===== config.mk =====
export PLATFORM = sky130hd
export DESIGN_NAME = phy_mgmt_port
export DESIGN_NICKNAME = d
export VERILOG_FILES = /design/src/rtl/phy_mgmt_pkg.sv /design/src/rtl/phy_mgmt_regs.sv /design/src/rtl/phy_reg_bank.sv /design/src/rtl/phy_mgmt_port.sv
export SDC_FILE = /design/constraint.sdc
export NUM_CORES = 2
export LEC_CHECK = 0
export ABC_CLOCK_PERIOD_IN_PS = 4200
export BUFFER_PORTS_ARGS = -buffer_cell sky130_fd_sc_hd__buf_2
export CORE_UTILIZATION = 50
export CTS_CLUSTER_SIZE = 10
export DETAILED_ROUTE_END_ITERATION = 8
export PLACE_DENSITY = 0.72
export SLEW_MARGIN = 20
export SYNTH_ARGS = -nofsm -noshare
export SYNTH_HDL_FRONTEND = slang
export SYNTH_HIERARCHICAL = 1
export SYNTH_SLANG_ARGS = --single-unit

===== constraint.sdc =====
create_clock -name clk_i -period 4.2 [get_ports clk_i]
set_clock_uncertainty 0.05 [all_clocks]
set_input_delay 0.42 -clock clk_i [delete_from_list [all_inputs] [get_ports clk_i]]
set_output_delay 0.42 -clock clk_i [all_outputs]
set_load 0.01 [all_outputs]

===== src/rtl/phy_mgmt_pkg.sv =====
package phy_mgmt_pkg;
  localparam int DATA_W = 16;
  localparam int FLD_W  = 5;

  localparam logic SEL_ADDR = 1'b0;
  localparam logic SEL_DATA = 1'b1;

  localparam int REG_CTL  = 0;
  localparam int REG_STAT = 1;
  localparam int REG_LPA  = 5;

  localparam int CTL_RESET_BIT   = 15;
  localparam int CTL_AN_EN_BIT   = 12;
  localparam int CTL_AN_RST_BIT  = 9;
  localparam int STAT_LINK_BIT   = 2;
  localparam int STAT_AN_OK_BIT  = 5;

  function automatic logic [DATA_W-1:0] phy_reset_val(int idx);
    case (idx)
      0:  return 16'h1140;
      1:  return 16'h790D;
      2:  return 16'h0362;
      3:  return 16'h5E6A;
      4:  return 16'h01E1;
      5:  return 16'h45E1;
      6:  return 16'h0065;
      7:  return 16'h2001;
      9:  return 16'h0200;
      10: return 16'h0800;
      15: return 16'h3000;
      default: return '0;
    endcase
  endfunction
endpackage


===== src/rtl/phy_mgmt_regs.sv =====
module phy_mgmt_regs
  import phy_mgmt_pkg::*;
#(
  parameter int LATENCY = 4
) (
  input  logic              clk_i,
  input  logic              rst_ni,
  input  logic              wr_i,
  input  logic              sel_i,
  input  logic [DATA_W-1:0] wdata_i,
  input  logic [DATA_W-1:0] rd_data_i,
  output logic [DATA_W-1:0] addr_o,
  output logic [DATA_W-1:0] data_o,
  output logic              go_o,
  output logic              go_wr_o,
  output logic [FLD_W-1:0]  phy_o,
  output logic [FLD_W-1:0]  reg_o
);
  localparam int CW = $clog2(LATENCY + 1);

  logic [DATA_W-1:0] addr_q, data_q;
  logic [CW-1:0]     cnt_q;
  logic              busy;

  assign busy    = addr_q[0];
  assign go_o    = busy && (cnt_q == '0);
  assign go_wr_o = addr_q[1];
  assign phy_o   = addr_q[15:11];
  assign reg_o   = addr_q[10:6];
  assign addr_o  = addr_q;
  assign data_o  = data_q;

  always_ff @(posedge clk_i or negedge rst_ni) begin
    if (!rst_ni) begin
      addr_q <= '0;
      data_q <= '0;
      cnt_q  <= '0;
    end else if (busy) begin
      // software writes are dropped for the whole access
      if (go_o) begin
        addr_q[0] <= 1'b0;
        if (!addr_q[1]) data_q <= rd_data_i;
      end else begin
        cnt_q <= cnt_q - 1'b1;
      end
    end else if (wr_i) begin
      if (sel_i == SEL_ADDR) begin
        addr_q <= wdata_i;
        cnt_q  <= CW'(LATENCY - 1);
      end else begin
        data_q <= wdata_i;
      end
    end
  end
endmodule


===== src/rtl/phy_reg_bank.sv =====
module phy_reg_bank
  import phy_mgmt_pkg::*;
#(
  parameter int NUM_REGS     = 32,
  parameter bit USE_DEFAULTS = 1'b1,
  parameter bit TRACK_LINK   = 1'b1
) (
  input  logic              clk_i,
  input  logic              rst_ni,
  input  logic              wr_i,
  input  logic [FLD_W-1:0]  reg_i,
  input  logic [DATA_W-1:0] wdata_i,
  input  logic              link_evt_i,
  input  logic              link_up_i,
  output logic [DATA_W-1:0] rd_data_o
);
  localparam logic [DATA_W-1:0] CTL_CLR_MASK =
    DATA_W'((1 << CTL_RESET_BIT) | (1 << CTL_AN_RST_BIT));

  logic [DATA_W-1:0] regs_q [NUM_REGS];
  logic [DATA_W-1:0] regs_d [NUM_REGS];
  logic              in_range;

  assign in_range = (32'(reg_i) < NUM_REGS);

  always_comb begin
    rd_data_o = '0;
    for (int i = 0; i < NUM_REGS; i++)
      if (32'(reg_i) == i) rd_data_o = regs_q[i];
  end

  always_comb begin
    for (int i = 0; i < NUM_REGS; i++) regs_d[i] = regs_q[i];
    if (wr_i && in_range) begin
      if (32'(reg_i) == REG_CTL) begin
        regs_d[REG_CTL] = wdata_i & ~CTL_CLR_MASK;
        if (wdata_i[CTL_AN_EN_BIT] && !regs_q[REG_STAT][STAT_AN_OK_BIT]) begin
          regs_d[REG_STAT][STAT_AN_OK_BIT] = 1'b1;
          regs_d[REG_LPA] = '0;
        end
      end else begin
        for (int i = 0; i < NUM_REGS; i++)
          if (32'(reg_i) == i) regs_d[i] = wdata_i;
      end
    end
    if (TRACK_LINK && link_evt_i) begin
      regs_d[REG_STAT][STAT_LINK_BIT]  = link_up_i;
      regs_d[REG_STAT][STAT_AN_OK_BIT] = link_up_i;
    end
  end

  always_ff @(posedge clk_i or negedge rst_ni) begin
    if (!rst_ni) begin
      for (int i = 0; i < NUM_REGS; i++)
        regs_q[i] <= USE_DEFAULTS ? phy_reset_val(i) : '0;
    end else begin
      for (int i = 0; i < NUM_REGS; i++) regs_q[i] <= regs_d[i];
    end
  end
endmodule


===== src/rtl/phy_mgmt_port.sv =====
module phy_mgmt_port
  import phy_mgmt_pkg::*;
#(
  parameter int NUM_PHYS = 4,
  parameter int NUM_REGS = 32,
  parameter int LATENCY  = 4
) (
  input  logic        clk_i,
  input  logic        rst_ni,
  input  logic        reg_wr_i,
  input  logic        reg_sel_i,
  input  logic [15:0] reg_wdata_i,
  input  logic        link_up_i,
  output logic [15:0] addr_reg_o,
  output logic [15:0] data_reg_o
);
  logic              go, go_wr, link_q, link_evt;
  logic [FLD_W-1:0]  phy_sel, reg_sel;
  logic [DATA_W-1:0] rd_mux;
  logic [DATA_W-1:0] bank_rd [NUM_PHYS];

  phy_mgmt_regs #(.LATENCY(LATENCY)) regs_i (
    .clk_i     (clk_i),
    .rst_ni    (rst_ni),
    .wr_i      (reg_wr_i),
    .sel_i     (reg_sel_i),
    .wdata_i   (reg_wdata_i),
    .rd_data_i (rd_mux),
    .addr_o    (addr_reg_o),
    .data_o    (data_reg_o),
    .go_o      (go),
    .go_wr_o   (go_wr),
    .phy_o     (phy_sel),
    .reg_o     (reg_sel)
  );

  // link events are edges of the input; the reset value assumes link up
  always_ff @(posedge clk_i or negedge rst_ni) begin
    if (!rst_ni) link_q <= 1'b1;
    else         link_q <= link_up_i;
  end
  assign link_evt = link_up_i ^ link_q;

  for (genvar g = 0; g < NUM_PHYS; g++) begin : gen_bank
    phy_reg_bank #(
      .NUM_REGS     (NUM_REGS),
      .USE_DEFAULTS (g == 0),
      .TRACK_LINK   (g == 0)
    ) bank_i (
      .clk_i      (clk_i),
      .rst_ni     (rst_ni),
      .wr_i       (go && go_wr && (32'(phy_sel) == g)),
      .reg_i      (reg_sel),
      .wdata_i    (data_reg_o),
      .link_evt_i (link_evt),
      .link_up_i  (link_up_i),
      .rd_data_o  (bank_rd[g])
    );
  end

  always_comb begin
    rd_mux = '0;
    for (int g = 0; g < NUM_PHYS; g++)
      if (32'(phy_sel) == g) rd_mux = bank_rd[g];
  end
endmodule


# [Word level (Yosys, flattened, before mapping)]
# Cells that the tools add are included.
[word_totals] ram_bits=0 out_inout_bits=32 latch_bits=0 mem_bits_ro=0 input_bits=21 reg_bits=2076 wordCells=547 mem_count=0
[op_classes] bitwise=4 order_cmp=0 mux=200 add_sub_neg=1 n_div=0 shifts=0 reduce_logical=160 mul=0 eq_ne=44
[op_table] cell="$mux W16" n=171
[op_table] cell="$mux W486" n=1
[op_table] cell="$mux W416" n=1
[op_table] cell="$reduce_and A3 Y1" n=131
[op_table] cell="$eq A5 B5 Y1 const B" n=16
[op_table] cell="$mux W15" n=4
[op_table] cell="$mux W53" n=1
[op_table] cell="$eq A5 B4 Y1 const B" n=8
[op_table] cell="$mux W6" n=4
[op_table] cell="$eq A5 B2 Y1 const B" n=4
[op_table] cell="$eq A5 B3 Y1 const B" n=4
[op_table] cell="$mux W1" n=14
[op_table] cell="$mux W3" n=4
[op_table] cell="$reduce_bool A2 Y1" n=6
[op_table] cell="$eq A5 B1 Y1 const B" n=2
[op_table] cell="$logic_and A1 B1 Y1" n=10
[op_table] cell="$logic_not A5 Y1" n=2
[op_table] cell="$ne A2 B1 Y1 const B" n=5
[op_table] cell="$ne A2 B2 Y1 const B" n=4
[op_table] cell="$reduce_and A2 Y1" n=4
[op_table] cell="$logic_not A1 Y1" n=4
[op_table] cell="$reduce_and A4 Y1" n=1
[op_table] cell="$logic_not A3 Y1" n=1
[op_table] cell="$ne A3 B2 Y1 const B" n=1
[op_table] cell="other kinds (4)" n=6

# [Longest topological paths before layout]
[logic_depth] word_depth=40 depth_mapped=16 ltp_nobuf=11

# [Modules after synthesis]
# Netlist, hierarchy kept.
[modules_own_cells] module="phy_reg_bank at gen_bank[1].bank_i ..." cells_per_inst=2150 area_per_inst_um2=25413.1 seq_area_each_um2=12762.2 n_inst=3
[modules_own_cells] module="phy_reg_bank at gen_bank[0].bank_i" cells_per_inst=2159 area_per_inst_um2=26130.1 seq_area_each_um2=12821.0 n_inst=1
[modules_own_cells] module="phy_mgmt_regs" cells_per_inst=119 area_per_inst_um2=1700.4 seq_area_each_um2=875.8 n_inst=1
[modules_own_cells] module="phy_mgmt_port" cells_per_inst=65 area_per_inst_um2=584.3 seq_area_each_um2=26.3 n_inst=1

# [Least setup slack after synthesis]
# OpenSTA, ideal clock, no wires.
[synth_path] path_type="register to register" start="reg regs_i.addr_q[7] (netlist: regs_i/addr_o[7])" end="reg regs_i.data_q[12] (netlist: regs_i/data_o[12])" slack_ns=1.160 t_required_ns=4.025 path_stages_with_launch=13 period_less_slack_ns=3.040 setup_ns=0.125 arrival_time_ns=2.865 path_cell_list="dfrtp_1 -> buf_4 -> buf_6 -> or4b_4 -> a21o_1 -> and2_4 -> a221o_1 -> o31ai_1 -> o211ai_1 -> mux2i_1 -> o22ai_1 -> mux2_2 -> mux2_4"
[synth_rtl] element="from (decl)" line_no="phy_mgmt_regs.sv:21" text="logic [DATA_W-1:0] addr_q, data_q;"
[synth_rtl] element="from (signal assigned)" line_no="phy_mgmt_regs.sv:48" text="addr_q <= wdata_i;"
[synth_rtl] element="to (signal assigned)" line_no="phy_mgmt_regs.sv:42" text="if (!addr_q[1]) data_q <= rd_data_i;"
[synth_rtl] element="to (signal assigned)" line_no="phy_mgmt_regs.sv:51" text="data_q <= wdata_i;"
[synth_rtl] element="to (decl)" line_no="phy_mgmt_regs.sv:21"

==> results.txt <==
- LEAKAGE: 55.7 nW
* Endpoint kind of the worst setup timing path: register
- CP Max Fanout: 16
* Placed standard-cell area: 0.111 mm2
- EDFF count, synth: 0
- Counting flops with an async set or reset pin after synthesis yields a share of 1.00.
- Post-synthesis compound-gate area fraction: 0.127
* FP Rows: 167
- In the routed design, unresolved DRC markers number 0.
- Synthesis produced a netlist whose cell count is 8793.
* Number of antenna-violating nets in the routed design: 0
- The number of hold violations in the final report was 0.
* Maximum number of pins on one net before global-route repair: 136
- Average via count per standard cell: 6.77
- In this run, distinct cell masters in the synthesized netlist total 112.
- Wire length after detailed routing: 402000 um
- Met3 Usage GRT: 0.0749
- Ratio of cells with drive above 1 in the final layout: 0.387
- Die width: 460 um
- The first global-routing pass estimated 583000 um of wire.
- Signal arrival time at the worst endpoint: 4950 ps
- Routability-driven placement finished with a final weighted congestion of 0.993.
- After the last flow step, the layout net total stands at 9054.
* Global router's overall resource usage: 0.376
- Number of optimization iterations in the first detailed-route pass: 9
- Final cycle utilization of the critical path: 1.01
- HPWL Detailed: 266000 um
- Largest family of logic cells by synthesized area: multiplexers
- Antenna violations before repair: 17
- Effective utilization at floorplan: 0.504
- For this run, the register share of the synthesized area comes to 0.497.
- For met2 alone, demand over resource in global routing was 0.569.
* Area growth from synthesis to final layout: 13.2%
* Clock input transition at the sequential cells of the worst setup and hold paths: 60 ps
- Clock tree from TritonCTS: yes
- The number of cells on the worst reg-to-reg path is 13.
- The worst pin sits at a relative slew slack of 0.218.
- Of the total synthesized cell area, the portion taken by AND, OR, NAND and NOR gates is 0.0742.
- In the final routed layout, each cell accounts on average for 33.6 um.
- Die outline height: 460 um
- Floorplan core area: 0.207 mm2
- Time the worst path needs with I/O delays and setup: 4230 ps
- Of the post-synthesis cell area, the part taken by muxes is 0.257.
* Met1 Track Usage GR: 0.516
- Max Cap Viol: 0
- IO Port Bufs: 52
- STA classifies the critical path startpoint as a register.
- Of the total synthesized cell area, the portion taken by full adders, half adders and majority gates is 0.000239.
* Primary FF master, synth: sky130_fd_sc_hd__dfrtp_1
- Filler cell count: 17300
- The number of nets in the synthesized netlist is 8816.
- At the later pin of the worst-skew pair, clock insertion delay measures 890 ps.
- The worst register-to-register path ends at regs_i/data_o[9].
* WP data required: 4920 ps
* Worst reg2reg path startpoint: regs_i/addr_o[7]
- Violated checks: setup timing
- Of the total synthesized cell area, the portion taken by XOR and XNOR cells is 0.0000837.
* Violation count after the first detailed-route iteration: 10200
- At the end of the flow the core is filled with cells to 0.571.
- Buffers inserted during clock tree synthesis total 234.
- The detailed router placed 80800 vias in this run.
- Slew @ Worst Pin: 1170 ps
* Worst hold-check path type: primary input to asynchronous set/reset pin
- The total overflow left after global routing is 0.
- Synthesis warning total: 6
- Pin placement for this block handled 53 I/O pins.
- Worst Setup Path Type: register to register
- For this design the ratio of total power to cell area is 642 mW/mm2.
* Worst vdd ir: 0.641 mV
- After routing the design area is 0.118 mm2.
- Dividing the synthesized area by the synthesized cell count gives 11.9 um2.
- The H-tree was split into 4 levels.
* Register bit total from synthesis: 2076
- Status: complete, but fails checks
- The synthesized netlist occupies a cell area of 0.105 mm2.
- The max-slew violation count was 0.
- In this run the clock root is driven by a sky130_fd_sc_hd__clkbuf_16.
* Power consumption: 76.1 mW
- Setup violations remaining at the end of the flow were counted as 3.
- Fin worst setup slack: -30.7 ps
- The longest clock path from root to sink contains 3 buffers.
- Setup slack on the worst reg-to-reg path comes out at -30 ps.
- Most utilized layer in the global route result: met2
- The number of global-route vias before repair came to 80800.
- Timing would allow up to 0.236 GHz.
- Total die area: 0.211 mm2
- The tree built by TritonCTS fans out to 2076 sinks.
## metrics by stage
| step | setup TNS [ps] | std cells | hold WS, ps | worst slack [ps] |
|---|---|---|---|---|
| final | -66.3 | 11900 | 67.8 | -30.7 |
| after global routing | -11.5 | 11900 | 78.9 | -11.5 |
| after CTS | 0 | 11900 | 32.2 | 17.3 |
| after detailed placement | -1270 | 11600 | 416 | -388 |
| after global placement | -1270 | 11600 | 407 | -454 |
| after floorplan | 0 | 8793 | 74.4 | 1160 |
## metal layers
metal  routed length [um]  vias to the layer above
li1                     -                    32900
met3                36600                     1023
met5                  102                        -
met4                22500                       14
met2               179000                     4485
met1               163000                    42300
## logic make-up (layout without fill, tap and decap cells)
logic type / after synthesis / in the layout
compound gates: 2019 / 2019
fa+ha+maj: 2 / 2
buf+inv: 905 / 1258
flops: 2076 / 2076
simple gates: 1419 / 1419
mux: 2371 / 2371
xor+xnor: 1 / 1
other cells: 0 / 4
## worst max path at each step
stage                                 from           endpoint  slack [ps]  cells past startpoint
after CTS                 regs_i/addr_o[8]  regs_i/data_o[13]          20                     16
after detailed placement  regs_i/addr_o[8]  regs_i/data_o[15]        -390                     15
after floorplan           regs_i/addr_o[7]  regs_i/data_o[12]        1160                     12
after global routing      regs_i/addr_o[8]  regs_i/data_o[15]         -10                     15
final                     regs_i/addr_o[7]   regs_i/data_o[9]         -30                     13
after global placement    regs_i/addr_o[8]  regs_i/data_o[15]        -450                     15
## state kept, by name (all words and copies together) (netlist names)
register	flops
gen_bank.bank_i/regs_q	2040
regs_i/cnt_q	3
regs_i/addr_o	16
link_q	1
regs_i/data_o	16
## Yosys cell counts, drive strengths merged (26+ instances only)
library cell  count  area share
mux2           2063        0.22
dfrtp          2028        0.48
buf             519       0.030
o21ai           501       0.024
nand2           474       0.018
a21oi           413       0.020
clkbuf          325       0.012
nor2            320       0.015
mux2i           261       0.025
o22ai           181       0.011
nand3           106      0.0055
nor3            100      0.0053
nor2b            91      0.0055
a31oi            87      0.0052
o221ai           80      0.0067
a221oi           75      0.0065
a211oi           68      0.0049
inv              61      0.0022
a22oi            60      0.0043
nand2b           60      0.0037
o211ai           56      0.0040
a21o             48      0.0034
dfstp            48       0.012
mux4             47       0.010
o31ai            46      0.0034
a22o             40      0.0033
o21a             34      0.0024
o2bb2ai          32      0.0027
a2bb2oi          30      0.0025
o32ai            30      0.0025
nand3b           29      0.0023
a2111oi          27      0.0023
o2111ai          27      0.0023
a221o            26      0.0025
and2             26      0.0016
nor3b            26      0.0027
## timing repair
item | in CTS | in global routing
hold buffers | 18 | 0
setup endpoints to repair | 9 | 13
setup buffers | 0 | 3
pin swaps | 1 | 7
hold endpoints to repair | 127 | 0
resized for setup | 17 | 37
cloned | 0 | 1
## cell usage in the layout, fill, tap and decap left out, drive strengths merged, types with 34 or more instances in the layout
master	instances
dfrtp	2028
a21o	48
a31oi	87
nand3	106
o31ai	46
inv	67
dfstp	48
a22oi	60
o221ai	80
a211oi	68
mux2i	261
clkbuf	334
o22ai	181
a22o	40
mux2	2063
nand2	474
nor2	320
a221oi	75
o211ai	56
nand2b	60
o21a	34
nor2b	91
nor3	100
mux4	47
buf	827
a21oi	413
o21ai	501
## worst max-delay path, cell delays in order (launching register included)
cell                       delay [ps]
sky130_fd_sc_hd__dfrtp_4          570
sky130_fd_sc_hd__buf_12           190
sky130_fd_sc_hd__buf_4            160
sky130_fd_sc_hd__nor2b_1          520
sky130_fd_sc_hd__buf_4            250
sky130_fd_sc_hd__o221ai_1         140
sky130_fd_sc_hd__a221oi_1         560
sky130_fd_sc_hd__o21ai_1          340
sky130_fd_sc_hd__a21o_1           240
sky130_fd_sc_hd__mux2i_1          280
sky130_fd_sc_hd__buf_4            180
sky130_fd_sc_hd__o22ai_1           60
sky130_fd_sc_hd__mux2_2           300
sky130_fd_sc_hd__mux2_4           260
## cell type report
type / instances / area (um2) / share of cell area
multi-input cells: 5812 / 48300 / 0.408
inverters: 61 / 229 / 0.00193
flip-flops and latches: 2076 / 52100 / 0.440
diodes: 4 / 10.0 / 0.0000845
well taps: 2788 / 3490 / 0.0294
repair buffers: 846 / 7660 / 0.0647
clock inverters: 18 / 230 / 0.00194
clock buffers: 333 / 6450 / 0.0544
## power by group
part	switching, mW	internal (mW)	total, mW
Sequential	1.67	20.4	22.0
Combinational	24.2	11.1	35.3
Clock	8.32	10.5	18.8
Total	34.2	41.9	76.1
Power figures use the tool's default switching activity.
